[src/rtl/link_pm_ctrl.sv]
module link_pm_ctrl #(
  parameter int unsigned PARTIAL_WAKE_CYC = 4,
  parameter int unsigned SLUMBER_WAKE_CYC = 500000
) (
  input  logic       clk,
  input  logic       rst,
  input  logic       pm_req_vld,
  input  logic       pm_req_slumber,
  input  logic       phy_rdy,
  input  logic       xact_req,
  output logic       pm_ack,
  output logic       wake_req,
  output logic       xact_gnt,
  output logic       link_err,
  output logic [1:0] pwr_state
);

  localparam int unsigned MAXC = (PARTIAL_WAKE_CYC > SLUMBER_WAKE_CYC) ?
                                 PARTIAL_WAKE_CYC : SLUMBER_WAKE_CYC;
  localparam int unsigned CW = $clog2(MAXC + 1);
  localparam logic [CW-1:0] P_LD = CW'(PARTIAL_WAKE_CYC - 1);
  localparam logic [CW-1:0] S_LD = CW'(SLUMBER_WAKE_CYC - 1);

  typedef enum logic [2:0] {S_RDY, S_PART, S_SLUM, S_WAKE, S_FAIL} st_e;

  st_e          st, st_n;
  logic         pend, pend_slum, phy_q;
  logic [CW-1:0] cnt;

  wire req_any  = pm_req_vld | pend;
  wire req_slum = pm_req_vld ? pm_req_slumber : pend_slum;
  wire phy_rise = phy_rdy & ~phy_q;
  wire go_idle  = (st == S_RDY) && !xact_req && req_any;

  always_comb begin
    st_n = st;
    case (st)
      S_RDY:         if (go_idle) st_n = req_slum ? S_SLUM : S_PART;
      S_PART, S_SLUM: if (phy_rise) st_n = S_RDY;
                     else if (xact_req) st_n = S_WAKE;
      S_WAKE:        if (phy_rdy) st_n = S_RDY;
                     else if (cnt == '0) st_n = S_FAIL;
      S_FAIL:        if (phy_rise) st_n = S_RDY;
      default:       st_n = S_RDY;
    endcase
  end

  always_ff @(posedge clk) begin
    if (rst) begin
      st        <= S_RDY;
      pend      <= 1'b0;
      pend_slum <= 1'b0;
      phy_q     <= 1'b0;
      cnt       <= '0;
      pm_ack    <= 1'b0;
      xact_gnt  <= 1'b0;
      link_err  <= 1'b0;
    end else begin
      st       <= st_n;
      phy_q    <= phy_rdy;
      pm_ack   <= go_idle;
      xact_gnt <= (st_n == S_RDY) && xact_req;
      if (go_idle) pend <= 1'b0;
      else if (pm_req_vld) begin
        pend      <= 1'b1;
        pend_slum <= pm_req_slumber;
      end
      if (st_n == S_WAKE && st != S_WAKE) cnt <= (st == S_SLUM) ? S_LD : P_LD;
      else if (st == S_WAKE && cnt != '0) cnt <= cnt - 1'b1;
      if (st == S_WAKE && st_n == S_FAIL) link_err <= 1'b1;
    end
  end

  assign wake_req  = (st == S_WAKE);
  assign pwr_state = (st == S_RDY)  ? 2'd0 :
                     (st == S_PART) ? 2'd1 :
                     (st == S_SLUM) ? 2'd2 : 2'd3;

  a_r2_ack_single: assert property (@(posedge clk) disable iff (rst)
    pm_ack |=> !pm_ack);
  a_r3_ack_from_idle: assert property (@(posedge clk) disable iff (rst)
    pm_ack |-> $past(pwr_state == 2'd0 && !xact_req));
  a_r4_no_host_entry: assert property (@(posedge clk) disable iff (rst)
    (pwr_state == 2'd0) |=> (pwr_state == 2'd0 || pm_ack));
  a_r5_wake_from_lp: assert property (@(posedge clk) disable iff (rst)
    $rose(wake_req) |-> $past((pwr_state == 2'd1 || pwr_state == 2'd2) && xact_req));
  a_r6_no_gnt_in_wake: assert property (@(posedge clk) disable iff (rst)
    wake_req |-> !xact_gnt);
  a_r9_gnt_only_ready: assert property (@(posedge clk) disable iff (rst)
    xact_gnt |-> (pwr_state == 2'd0));
  a_r7_err_sticky: assert property (@(posedge clk) disable iff (rst)
    link_err |=> link_err);
  a_r7_err_ends_wake: assert property (@(posedge clk) disable iff (rst)
    $rose(link_err) |-> (!wake_req && $past(wake_req)));

endmodule

[config.mk]
export PLATFORM = sky130hd
export DESIGN_NAME = link_pm_ctrl
export DESIGN_NICKNAME = d
export VERILOG_FILES = /design/src/rtl/link_pm_ctrl.sv
export SDC_FILE = /design/constraint.sdc
export NUM_CORES = 1
export LEC_CHECK = 0
export CORE_MARGIN = 1
export CORE_UTILIZATION = 45
export CTS_CLUSTER_DIAMETER = 120
export DETAILED_ROUTE_END_ITERATION = 16
export PLACE_DENSITY = 0.72
export SLEW_MARGIN = 10
export SYNTH_ARGS = -nofsm -noshare
export SYNTH_HDL_FRONTEND = slang
export SYNTH_SLANG_ARGS = --single-unit
[constraint.sdc]
create_clock -name clk -period 1.9 [get_ports clk]
set_input_delay 0.38 -clock clk [delete_from_list [all_inputs] [get_ports clk]]
set_output_delay 0.38 -clock clk [all_outputs]
set_load 0.05 [all_outputs]
After elaboration in Yosys (flattened, before gate mapping)

Cells that the tools add are included.

Register bits after elaboration: 28
Input port bits: 6
Output and inout port bits: 6
Word-level logic and storage cells: 48

$add $sub $neg: 1
Equality and inequality tests: 7
Multiplexer cells: 15
Bitwise gates (word level): 3
Reduce and logical (&&, ||, !) cells: 14

Operators with widths:

| cell                                                                    | count |
|---|---|
| 19-bit 2-to-1 mux                                                       | 3 |
| 19-bit logical NOT                                                      | 1 |
| 19-bit nonzero test                                                     | 1 |
| 19-bit by 1-bit subtractor with 19-bit output, second input constant    | 1 |
| 3-bit 2-to-1 mux                                                        | 6 |
| 3-bit one-hot mux with 4 select lines                                   | 1 |
| 3-bit by 2-bit == test with 1-bit output, second input constant         | 3 |
| 3-bit == test, second input constant                                    | 2 |
| 1-bit logical AND                                                       | 6 |
| 3-bit logical NOT                                                       | 2 |
| 2-bit 2-to-1 mux                                                        | 3 |
| 2-bit OR reduction                                                      | 2 |
| 3-bit by 1-bit == test with 1-bit output, second input constant         | 1 |
| 3-bit by 2-bit inequality test with 1-bit output, second input constant | 1 |
| 1-bit 2-to-1 mux                                                        | 2 |
| 2-bit nonzero test                                                      | 1 |
| 1-bit AND                                                               | 1 |
| 1-bit logical NOT                                                       | 1 |
| 1-bit inverter                                                          | 1 |
| 1-bit OR                                                                | 1 |

Depth between registers and ports, before layout

Depth after elaboration: 8
Mapped depth: 8

Worst setup path after synthesis

No wires, ideal clock.

Path type: register -> register
Start: reg st[1]
End: reg cnt[3]
Setup time: 0.117 ns
Data arrival time: 1.899 ns
Required time: 1.783 ns
Path slack: -0.117 ns
Stages on the path, launching flop included: 7
Path buffers: 1
Path through: dfxtp_1 -> buf_2 -> nand3b_1 -> inv_1 -> o21ai_1 -> or4_1 -> a32o_1

Elaborated cells between the ends (all ways): 22
Those cells by class: eq/ne (6); mux (9); reduce/logical (7)

RTL lines:

| item                                                           | line | source |
|---|---|---|
| start, declared                                                | 26   | `st_e st, st_n;` |
| start signal, assigned                                         | 59   | `st <= st_n;` |
| 3-bit by 2-bit == test with 1-bit output *                     | n/a  |  |
| named net wake_req                                             | 12   | `output logic wake_req,` |
| 3-bit one-hot mux with 4 select lines                          | 37   | `case (st)` |
| 3-bit by 2-bit == test with 1-bit output                       | 68   | `if (st_n == S_WAKE && st != S_WAKE) cnt <= (st == S_SLUM) ? S_LD : P_LD;` |
| 1-bit logical AND                                              | 68   |  |
| 19-bit 2-to-1 mux / 2-bit nonzero test (equally long branches) | n/a  |  |
| end signal, assigned                                           | 68   |  |
| end signal, assigned                                           | 69   | `else if (st == S_WAKE && cnt != '0) cnt <= cnt - 1'b1;` |
| end, declared                                                  | 28   | `logic [CW-1:0] cnt;` |

The timed path passes the listed nets; every way through them passes the cells marked *.
A chain may end at the register's enable or synchronous reset.

Final worst setup path

Start: reg cnt[0]
End: reg cnt[17]

Word-level cells in the longest chain between the ends: 7
Elaborated cells between the ends (all ways): 12
Those cells by class: add/sub (1); eq/ne (1); mux (5); reduce/logical (5)

Ends and longest elaborated chain:

| item                                                           | line | source |
|---|---|---|
| 19-bit logical NOT                                             | 42   | `else if (cnt == '0) st_n = S_FAIL;` |
| 3-bit 2-to-1 mux                                               | 42   |  |
| 3-bit 2-to-1 mux                                               | 41   | `S_WAKE: if (phy_rdy) st_n = S_RDY;` |
| 3-bit one-hot mux with 4 select lines                          | 37   |  |
| 3-bit by 2-bit == test with 1-bit output                       | 68   |  |
| 1-bit logical AND                                              | 68   |  |
| 19-bit 2-to-1 mux / 2-bit nonzero test (equally long branches) | n/a  |  |

Several ways; a longest one is shown, not always the timed one. The select of a mux whose other input is x is not followed.

==> reports/metrics.cfg <==
[synth]
ys_types = 52
synth_area_sq_um = 1510
yosysWarnings = 0
ys_seq_area_share_pct = 37.0
syn_inst = 179
synth_area_per_cell_sq_um = 8.46
ys_seq_elements = 28
synthesis.nets = 186

[sta]
finalCriticalPeriod_ns = 1.84
slew_headroom_pct = 56.8
fin_ws_ns = 0.0558
min_period_over_period_pct = 97.1
hold_ws_ns = 0.493
fin_skew_ns = 0.00788
setup_viol = 0
worst_pin_slew_ns = 0.642
fmax_ghz = 0.542
hold_viol_final = 0
slew_viol_final = 0

[routing]
wl_per_cell_um = 14.5
vias = 1451
drc = 0
vias_per_cell = 5.69
drt_iter0_markers = 85
first_pass_iters = 4
ant_nets = 0
wl_mm = 3.70

[cells_and_area]
seq_area_sq_um = 562
final_cell_count_no_fill = 255
final_area_sq_um = 1900
syn2layout_area_growth_pct = 25.3
multiInputGateArea_sq_um = 913
fin_util_pct = 60.6
diodes = 0
nets = 220
drive_gt1_share_pct = 23.2
nFillCells = 284

[placement]
place.gp.congestion = 0.878
dp_hpwl_mm = 2.65
placed_area_sq_um = 1820
portBuffers = 11
dp.cells = 250
pre_cts_slack_ns = -0.217

[clock_network]
clk_latency_ns = 0.33
clockBufferDepth = 2
cts-root-buf = clkbuf_4
htreeDepth = 1
cts.clk_slew.worst_paths_ns = 0.14
hold_buffers = 0
cts_tree = done
numCtsBuffers = 3
clock_sinks = 28

[die]
core-area_sq_um = 3130
dieArea_sq_um = 3600
initial_core_util_pct = 48.4
dieHeight_um = 60
die_width_um = 60
rows = 20
io_pins = 12

[power]
power_leakage_nw = 0.763
irDropWorstVdd_uv = 376
power.density_nw_per_um2 = 766

[setup_path]
r2r-start = cnt[0]$_SDFFE_PP0P_
start_kind = register
crit_required_ns = 2.17
cp_data_arrival_time_ns = 2.11
crit_start = cnt[0]$_SDFFE_PP0P_
cp_max_fo = 5
crit_type = register to register
worst_setup_path_end_kind = register

[run]
drv_cap = 0

[global_route]
grt_pass1_wl_mm = 6.04
antenna_found_initial = 0
grt_util_all_layers_pct = 22.1
overflow = 0
grt_max_degree = 15
grt_pass1_vias = 1324

[worst_hold_path]
min_from = cnt[18]$_SDFFE_PP0P_
min_path_type = register to register

[status]
status = complete, no violations

flip-flops by register name, indices dropped and copies added (netlist names):
signal	cells
st	3
xact_gnt	1
pm_ack	1
link_err	1
phy_q	1
cnt	19
pend	1
pend_slum	1
cells by family after synthesis:
kind of cell | after synthesis | synth area share [%]
AND/OR/NAND/NOR | 80 | 30.9
AO/OA/AOI/OAI | 42 | 18.8
flip-flops | 28 | 37.0
buffers and inverters | 16 | 5.21
XOR/XNOR | 9 | 5.21
multiplexers | 3 | 1.98
adder cells (fa/ha/maj) | 1 | 0.826
layout by cell type (no fill, tap or decap), types with 4 or more instances in the layout:
master	Yosys	layout
inv_1	8	7
clkdlybuf4s50_1	0	5
nor4_1	4	4
nor2_1	25	24
buf_4	0	27
o21ai_0	7	6
xor2_1	6	6
nor3_1	8	8
nand4_1	6	6
a21oi_1	11	11
nand2_1	7	6
dfxtp_1	28	27
power by group:
group	internal (mW)	switching (mW)
sequential	0.619	0.0337
clock	0.0746	0.169
combinational	0.257	0.299
repair_timing:
action,4_1_cts,5_1_grt
hold endpoints to repair,0,0
resized for setup,2,11
setup buffers,0,1
pin swaps,0,2
gates cloned,0,1
endpoints found under the setup margin,3,13
layer usage:
metal	wire [um]	GRT usage, %	vias up
met4	44	7.64	0
met5	0	0	-
li1	-	-	730
met1	1810	31.6	675
met2	1690	33.3	41
met3	148	3.46	5
metrics by stage:
stage                     total power, mW   TNS, ns
after CTS                            1.41         0
after detailed placement             1.16     -2.45
after global placement               1.15     -2.40
final                                1.45         0
after floorplan                     0.984         0
after global routing                 1.53  -0.00202
cell usage after synthesis (all sizes together):
cell type / count / area [sq um]
nand2: 7 / 26.3
inv: 8 / 30.0
o41ai: 1 / 8.76
o21ai: 8 / 40.0
xor2: 6 / 52.6
a32oi: 2 / 17.5
nor3: 12 / 86.3
a31oi: 1 / 6.26
nor4: 5 / 46.3
o311ai: 2 / 17.5
o211ai: 2 / 15.0
buf: 6 / 41.3
o221a: 1 / 11.3
or4b: 1 / 10.0
o31a: 1 / 8.76
dfxtp: 28 / 561
mux2i: 3 / 30.0
o31ai: 2 / 15.0
and3: 2 / 12.5
a22oi: 1 / 7.51
or4: 3 / 26.3
xnor2: 3 / 26.3
nand2b: 2 / 12.5
nand4: 6 / 37.5
or3b: 1 / 8.76
nor2: 25 / 93.8
a211oi: 2 / 15.0
ha: 1 / 12.5
a311oi: 1 / 8.76
nand3: 3 / 15.0
a21boi: 1 / 7.51
clkbuf: 2 / 7.51
nor2b: 3 / 18.8
nand3b: 3 / 22.5
o21a: 2 / 15.0
o2111ai: 1 / 8.76
a31o: 2 / 17.5
or3: 3 / 18.8
or2: 2 / 12.5
nor3b: 2 / 20.0
a21oi: 11 / 55.1
a32o: 1 / 10.0
path summary, 6_finish.rpt:
check	to	slack (ns)	cells after the start
min reg2reg	cnt[18]$_SDFFE_PP0P_	0.49	2
min	cnt[18]$_SDFFE_PP0P_	0.49	2
max reg2reg	cnt[17]$_SDFFE_PP0P_	0.06	5
max	cnt[17]$_SDFFE_PP0P_	0.06	5
final cells by class:
class	instances	area share (%)
clock buffer	3	1.19
inverter	8	1.78
multi-input combinational	136	48.2
sequential	28	29.6
tap	44	2.90
timing repair buffer	36	16.4
critical path: stages (launching register included):
cell and delay [ns]:
dfxtp_1 0.35, or4_1 0.64, or3_1 0.35, o31ai_1 0.23, a32oi_1 0.08, nor2_1 0.12
Note: power is estimated with default switching activity, not from simulation.
